[src/rtl/qdac_pkg.sv]
package qdac_pkg;

    localparam int NCH     = 4;
    localparam int DW      = 10;
    localparam int OPW     = 4;
    localparam int TAILW   = 2;
    localparam int FRAME_W = OPW + DW + TAILW;
    localparam int ARGW    = DW + TAILW;
    localparam int SELW    = $clog2(NCH);
    localparam int CNTW    = $clog2(FRAME_W + 1);

    // upper opcode bits pick the action group
    typedef enum logic [1:0] {
        GRP_DIRECT = 2'b00,
        GRP_STAGE  = 2'b01,
        GRP_XFER   = 2'b10,
        GRP_WIDE   = 2'b11
    } grp_e;

    typedef struct packed {
        logic [NCH-1:0]  mask;
        logic            wr_stage;
        logic            wr_live;
        logic            promote;
        logic            pd;
        logic [DW-1:0]   data;
        logic [ARGW-1:0] arg;
    } cmd_t;

    function automatic logic [NCH-1:0] onehot_sel(input logic [SELW-1:0] sel);
        logic [NCH-1:0] m;
        m = '0;
        m[sel] = 1'b1;
        return m;
    endfunction

endpackage

[src/rtl/qdac_sync.sv]
module qdac_sync #(
    parameter int             WIDTH   = 3,
    parameter int             STAGES  = 2,
    parameter logic [WIDTH-1:0] RST_VAL = '1
) (
    input  logic             clk,
    input  logic             rst,
    input  logic [WIDTH-1:0] raw_i,
    output logic [WIDTH-1:0] lvl_o,
    output logic [WIDTH-1:0] fall_o
);

    logic [STAGES-1:0][WIDTH-1:0] pipe;
    logic [WIDTH-1:0]             prev;

    always_ff @(posedge clk) begin
        if (rst) begin
            pipe <= {STAGES{RST_VAL}};
            prev <= RST_VAL;
        end else begin
            pipe[0] <= raw_i;
            for (int s = 1; s < STAGES; s++) begin
                pipe[s] <= pipe[s-1];
            end
            prev <= pipe[STAGES-1];
        end
    end

    assign lvl_o  = pipe[STAGES-1];
    assign fall_o = prev & ~pipe[STAGES-1];

endmodule

[src/rtl/qdac_deser.sv]
module qdac_deser
    import qdac_pkg::*;
#(
    parameter int WORD_W = FRAME_W,
    parameter int CW     = $clog2(WORD_W + 1)
) (
    input  logic              clk,
    input  logic              rst,
    input  logic              cs_lvl_i,
    input  logic              cs_fall_i,
    input  logic              sclk_fall_i,
    input  logic              sdi_i,
    output logic              word_vld_o,
    output logic [WORD_W-1:0] word_o
);

    localparam logic [CW-1:0] LAST = CW'(WORD_W - 1);

    logic              armed;
    logic [CW-1:0]     cnt;
    logic [WORD_W-1:0] shreg;

    always_ff @(posedge clk) begin
        if (rst) begin
            armed      <= 1'b0;
            cnt        <= '0;
            shreg      <= '0;
            word_vld_o <= 1'b0;
        end else begin
            word_vld_o <= 1'b0;
            if (cs_lvl_i) begin
                // deselected: any partial word is dropped
                armed <= 1'b0;
                cnt   <= '0;
            end else if (cs_fall_i) begin
                armed <= 1'b1;
                cnt   <= '0;
            end else if (armed && sclk_fall_i) begin
                shreg <= {shreg[WORD_W-2:0], sdi_i};
                if (cnt == LAST) begin
                    armed      <= 1'b0;
                    cnt        <= '0;
                    word_vld_o <= 1'b1;
                end else begin
                    cnt <= cnt + 1'b1;
                end
            end
        end
    end

    assign word_o = shreg;

endmodule

[src/rtl/qdac_decode.sv]
module qdac_decode
    import qdac_pkg::*;
(
    input  logic [FRAME_W-1:0] word_i,
    output cmd_t               cmd_o
);

    logic [OPW-1:0]  op;
    logic [SELW-1:0] sel;
    grp_e            grp;

    assign op  = word_i[FRAME_W-1 -: OPW];
    assign sel = op[SELW-1:0];
    assign grp = grp_e'(op[OPW-1 -: 2]);

    always_comb begin
        cmd_o          = '0;
        cmd_o.data     = word_i[FRAME_W-OPW-1 -: DW];
        cmd_o.arg      = word_i[ARGW-1:0];
        unique case (grp)
            GRP_DIRECT: begin
                cmd_o.mask     = onehot_sel(sel);
                cmd_o.wr_stage = 1'b1;
                cmd_o.wr_live  = 1'b1;
            end
            GRP_STAGE: begin
                cmd_o.mask     = onehot_sel(sel);
                cmd_o.wr_stage = 1'b1;
            end
            GRP_XFER: begin
                cmd_o.mask    = onehot_sel(sel);
                cmd_o.promote = 1'b1;
            end
            GRP_WIDE: begin
                unique case (op[1:0])
                    2'b00: begin
                        cmd_o.mask     = '1;
                        cmd_o.wr_stage = 1'b1;
                        cmd_o.wr_live  = 1'b1;
                    end
                    2'b01: begin
                        cmd_o.mask     = '1;
                        cmd_o.wr_stage = 1'b1;
                    end
                    2'b10: begin
                        cmd_o.mask    = '1;
                        cmd_o.promote = 1'b1;
                    end
                    default: begin
                        cmd_o.pd = 1'b1;
                    end
                endcase
            end
            default: cmd_o = '0;
        endcase
    end

endmodule

[src/rtl/qdac_bank.sv]
module qdac_bank
    import qdac_pkg::*;
#(
    parameter int CH = NCH,
    parameter int W  = DW
) (
    input  logic          clk,
    input  logic          rst,
    input  logic          go_i,
    input  cmd_t          cmd_i,
    output logic [CH*W-1:0] stage_o,
    output logic [CH*W-1:0] live_o
);

    for (genvar i = 0; i < CH; i++) begin : g_ch
        logic [W-1:0] stage_q;
        logic [W-1:0] live_q;
        logic         hit;

        assign hit = go_i && cmd_i.mask[i];

        always_ff @(posedge clk) begin
            if (rst) begin
                stage_q <= '0;
                live_q  <= '0;
            end else if (hit) begin
                if (cmd_i.wr_stage) stage_q <= cmd_i.data;
                if (cmd_i.wr_live)       live_q <= cmd_i.data;
                else if (cmd_i.promote)  live_q <= stage_q;
            end
        end

        assign stage_o[i*W +: W] = stage_q;
        assign live_o[i*W +: W]  = live_q;
    end

endmodule

[src/rtl/quad_dac_cmd_rx.sv]
module quad_dac_cmd_rx
    import qdac_pkg::*;
#(
    parameter int SYNC_STAGES = 2
) (
    input  logic                clk,
    input  logic                rst,
    input  logic                cs_n_i,
    input  logic                sclk_i,
    input  logic                sdi_i,
    output logic [NCH*DW-1:0]   stage_regs_o,
    output logic [NCH*DW-1:0]   live_regs_o,
    output logic                exec_stb_o,
    output logic [NCH-1:0]      exec_mask_o,
    output logic [DW-1:0]       exec_data_o,
    output logic                pd_stb_o,
    output logic [ARGW-1:0]     pd_arg_o
);

    // pin order inside the synchroniser vector
    localparam int P_CS   = 2;
    localparam int P_SCLK = 1;
    localparam int P_SDI  = 0;

    logic [2:0]         pin_lvl;
    logic [2:0]         pin_fall;
    logic               word_vld;
    logic [FRAME_W-1:0] word;
    cmd_t               cmd;

    qdac_sync #(
        .WIDTH   (3),
        .STAGES  (SYNC_STAGES),
        .RST_VAL (3'b111)
    ) u_sync (
        .clk    (clk),
        .rst    (rst),
        .raw_i  ({cs_n_i, sclk_i, sdi_i}),
        .lvl_o  (pin_lvl),
        .fall_o (pin_fall)
    );

    qdac_deser #(
        .WORD_W (FRAME_W)
    ) u_deser (
        .clk         (clk),
        .rst         (rst),
        .cs_lvl_i    (pin_lvl[P_CS]),
        .cs_fall_i   (pin_fall[P_CS]),
        .sclk_fall_i (pin_fall[P_SCLK]),
        .sdi_i       (pin_lvl[P_SDI]),
        .word_vld_o  (word_vld),
        .word_o      (word)
    );

    qdac_decode u_dec (
        .word_i (word),
        .cmd_o  (cmd)
    );

    qdac_bank #(
        .CH (NCH),
        .W  (DW)
    ) u_bank (
        .clk     (clk),
        .rst     (rst),
        .go_i    (word_vld),
        .cmd_i   (cmd),
        .stage_o (stage_regs_o),
        .live_o  (live_regs_o)
    );

    always_ff @(posedge clk) begin
        if (rst) begin
            exec_stb_o  <= 1'b0;
            exec_mask_o <= '0;
            exec_data_o <= '0;
            pd_stb_o    <= 1'b0;
            pd_arg_o    <= '0;
        end else begin
            exec_stb_o <= word_vld;
            pd_stb_o   <= word_vld && cmd.pd;
            if (word_vld) begin
                exec_mask_o <= cmd.mask;
                exec_data_o <= cmd.data;
                if (cmd.pd) pd_arg_o <= cmd.arg;
            end
        end
    end

endmodule

[config.mk]
export PLATFORM = sky130hd
export DESIGN_NAME = quad_dac_cmd_rx
export DESIGN_NICKNAME = d
export VERILOG_FILES = /design/src/rtl/qdac_pkg.sv /design/src/rtl/qdac_sync.sv /design/src/rtl/qdac_deser.sv /design/src/rtl/qdac_decode.sv /design/src/rtl/qdac_bank.sv /design/src/rtl/quad_dac_cmd_rx.sv
export SDC_FILE = /design/constraint.sdc
export NUM_CORES = 1
export LEC_CHECK = 0
export BUFFER_PORTS_ARGS = -buffer_cell sky130_fd_sc_hd__buf_2
export CAP_MARGIN = 20
export CORE_MARGIN = 3
export CORE_UTILIZATION = 35
export CTS_BUF_LIST = sky130_fd_sc_hd__clkbuf_4 sky130_fd_sc_hd__clkbuf_8
export CTS_CLUSTER_SIZE = 16
export DETAILED_ROUTE_END_ITERATION = 6
export GPL_TIMING_DRIVEN = 0
export MAX_ROUTING_LAYER = met4
export SLEW_MARGIN = 20
export SYNTH_ARGS = -nofsm -noshare
export SYNTH_HDL_FRONTEND = slang
export SYNTH_SLANG_ARGS = --single-unit
[constraint.sdc]
create_clock -name clk -period 2.4 [get_ports clk]
set_input_delay 0.24 -clock clk [delete_from_list [all_inputs] [get_ports clk]]
set_output_delay 0.24 -clock clk [all_outputs]
set_load 0.01 [all_outputs]
==> flow_metrics.env <==
export IMPL_hold_end="u_bank.g_ch[0].stage_q[3]"
export IMPL_regToRegSetupSlack_ns=0.07
export IMPL_netlist_instances=635
export IMPL_async_flop_share_pct=0
export IMPL_cts_root_buf="clkbuf_8"
export IMPL_holdPathStages=2
export IMPL_cp_top_family="compound AO/OA/AOI/OAI gates"
export IMPL_routedWlPerCell_um=17.17
export IMPL_final_min_clock_period_ns=2.332
export IMPL_viasPerCell=5.184
export IMPL_dieArea_um2=17300
export IMPL_grt_first_pass_wirelength_mm=26.62
export IMPL_holdCritStartpoint="rst"
export IMPL_ios=113
export IMPL_crit_chain="inv_1 > ha_1 > nor2b_1 > clkbuf_1 > a211o_1 > clkbuf_2 > o32ai_1 > a21oi_1"
export IMPL_route_vias_total=5153
export IMPL_max_stage_delay_ns=0.41
export IMPL_power_frac_comb_pct=1.5
export IMPL_timing_hold_ws_ns=0.1823
export IMPL_final_max_slew_viol_count=0
export IMPL_ctsLongestPathBuffers=2
export IMPL_syn_nets=646
export IMPL_crit_type="reg2reg"
export IMPL_synth_edf_count=0
export IMPL_dp_hpwl_mm=11.67
export IMPL_crit_buf_inv=3
export IMPL_internal_power_mw=3.508
export IMPL_p_seq_share_pct=51.9
export IMPL_finClkSkew_ns=0.008399
export IMPL_p_switching_mw=0.9517
export IMPL_clock_latency_ns=0.45
export IMPL_num_nets_final=781
export IMPL_first_pass_iters=6
export IMPL_synth_area_leaders="dfxtp_1 50%, a21oi_1 11%, o32ai_1 6.4%"
export IMPL_ys_types=36
export IMPL_vdd_drop_max_mv=0.3494
export IMPL_cts_tree="built"
export IMPL_die_h_um=131.5
export IMPL_antenna_found_initial=0
export IMPL_max_cap_violations=0
export IMPL_htreeDepth=4
export IMPL_synthFlopType="dfxtp_1"
export IMPL_grt_pass1_vias=4806
export IMPL_rsz0062_at_grt="true"
export IMPL_rows=45
export IMPL_p_leak_nw=2.630
export IMPL_placed_cell_area_um2=6334
export IMPL_grt_overflow=0
export IMPL_synth_area_um2=5514
export IMPL_yosysWarnings=0
export IMPL_reg2reg_to="u_bank.g_ch[1].live_q[9]"
export IMPL_syn_to_final_growth_pct=24.26
export IMPL_drt_wl_total_mm=17.06
export IMPL_syn_area_per_cell_um2=8.684
export IMPL_grt_max_degree=17
export IMPL_hp_class="in2reg"
export IMPL_final_cell_count_no_fill=994
export IMPL_critical_path_required_ns=2.73
export IMPL_drtIter0Drc=430
export IMPL_fmax_mhz=428.8
export IMPL_worstSetupStartpointType="flip-flop"
export IMPL_final_area_um2=6852
export IMPL_post_place_ws_ns=0.05646
export IMPL_port_buffers=111
export IMPL_drc_errors=0
export IMPL_synth_seq_cells=139
export IMPL_clock_sinks=139
export IMPL_power_mw=4.460
export IMPL_p_sw_share_pct=21.34
export IMPL_drtAntennaViolNets=0
export IMPL_core_area_um2=15310
export IMPL_layout_drive_gt1_share_pct=22.09
export IMPL_yosys_area_top_type="dfxtp_1"
export IMPL_fin_crit_sh_pct=97.16
export IMPL_clkTransAtPathRegs_ns=0.08
export IMPL_critPathArrivalTime_ns=2.67
export IMPL_grt_usage_pct=19.83
export IMPL_num_antenna_cells=0
export IMPL_dp_cells=957
export IMPL_p_clk_share_pct=46.7
export IMPL_crit_slowest_cell="dfxtp_1"
export IMPL_seq_area_frac_synth_pct=50.47
export IMPL_crit_fanout=10
export IMPL_r2r_cells=8
export IMPL_r2r_start="u_deser.word_o[15]"
export IMPL_p_per_area_nw_per_um2=650.9
export IMPL_tightestPinTransition_ns=0.8288
export IMPL_timing_final_hold_violations=0
export IMPL_synth_top_area_share_pct=50.47
export IMPL_floorplan_die_width_um=131.5
export IMPL_initial_core_util_pct=36.00
export IMPL_status="complete, no violations"
export IMPL_cp_end_kind="flip-flop"
export IMPL_gp_congestion=0.8632
export IMPL_maxSlewHeadroom_pct=44.74
export IMPL_numCtsBuffers=17
export IMPL_setup_viol=0
export IMPL_setup_slack_ns=0.06804
cells in the final DEF, fill, tap and decap left out, types with 2 or more instances in the layout:
master         Yosys  routed
clkinvlp_4         0       3
clkinv_2           0       6
o21ai_0           44      44
and3b_1            2       2
nand3_1           40      40
nor2b_1            6       6
buf_2              7     118
or3_1              6       6
o32ai_1           40      40
ha_1               6       6
o21a_1             4       4
nand2b_1          45      45
inv_1              3       3
dfxtp_1          139     138
clkbuf_8           0      19
o221ai_2           0       4
clkbuf_2           0       5
bufinv_16          0       4
clkbuf_1          54      49
dlygate4sd3_1      0       3
buf_1              4       4
buf_4              0       2
nand2_1           61      61
mux2i_1           10      10
nor3_1             2       2
a21oi_1          117     117
or2_2              8       8
nor2_1            18      18
worst reg2reg max path, stage by stage (launching register included):
cell	delay, ns
dfxtp_1	0.41
inv_1	0.08
ha_1	0.34
nor2b_1	0.06
clkbuf_1	0.20
a211o_1	0.40
clkbuf_2	0.24
o32ai_1	0.41
a21oi_1	0.07
what timing repair did:
item	4_1_cts	5_1_grt
resized for setup	0	16
setup endpoints to repair	0	41
buffers inserted	0	2
hold buffers	3	0
endpoints found under the hold margin	3	0
kinds of logic after synthesis:
kind of cell	synth area share (%)
buffers and inverters	4.788
XOR/XNOR	0.1589
AO/OA/AOI/OAI	22.94
multiplexers	1.815
flip-flops	50.47
AND/OR/NAND/NOR	18.47
adder cells (fa/ha/maj)	1.361
final cells by class:
type	instances	area, µm²
Clock inverter	13	172.7
Timing Repair Buffer	116	600.6
Tap cell	211	264.0
Multi-Input combinational cell	428	2499
Clock buffer	19	261.5
Fill cell	1591	8463
Inverter	3	11.26
Sequential cell	139	2784
Buffer	65	259.0
power by group through the flow:
stage          Sequential [mW]  Clock, mW  Combinational (mW)
3_5_place_dp              2.37          0              0.0637
2_1_floorplan             2.37          0              0.0412
5_1_grt                   2.31       2.20              0.0736
4_1_cts                   2.31       2.12              0.0673
6_report                  2.31       2.08              0.0663
3_3_place_gp              2.37          0              0.0631
cells in the mapped netlist, drive strengths merged, types with 6 or more instances:
library cell	count
nor2b	6
ha	6
or2	8
mux2i	10
dfxtp	139
a21oi	117
buf	11
or3	6
nand3	40
nand2b	45
nand2	61
clkbuf	54
o32ai	40
o21ai	44
nor2	18
registers in the layout (all words and copies together) (netlist names), 2 cells and up:
register             flops
exec_data_o             10
exec_mask_o              4
pd_arg_o                12
u_bank.g_ch.live_q      40
u_bank.g_ch.stage_q     40
u_deser.cnt              5
u_deser.word_o          16
u_sync.lvl_o             3
u_sync.pipe              3
u_sync.prev              2
routing by layer:
layer	track usage, %	up-vias	wire length, µm
met1	26.60	2407	7898
met5	-	-	0
met2	28.77	183	7588
met3	4.709	38	1179
met4	8.110	0	397
li1	-	2525	-
metrics by stage:
step,utilization [%],TNS (ns)
after floorplan,-,0
after global placement,41.36,0
after detailed placement,41.36,0
after CTS,44.39,0
after global routing,44.74,-0.04739
final,44.74,0
how the worst max path moves through the flow:
stage / startpoint / end / slack, ns / depth (start not counted)
6_report: u_deser.word_o[15] / u_bank.g_ch[1].live_q[9] / 0.07 / 8
5_1_grt: u_deser.word_o[15] / u_bank.g_ch[1].live_q[9] / -0.03 / 8
4_1_cts: u_deser.word_o[14] / u_bank.g_ch[0].live_q[7] / 0.03 / 7
3_5_place_dp: u_deser.word_o[14] / u_bank.g_ch[0].live_q[1] / 0.06 / 8
3_3_place_gp: u_deser.word_o[14] / u_bank.g_ch[0].live_q[7] / 0.07 / 8
2_1_floorplan: u_deser.word_o[14] / u_bank.g_ch[0].live_q[0] / 0.54 / 8
Note: power is estimated with default switching activity, not from simulation.
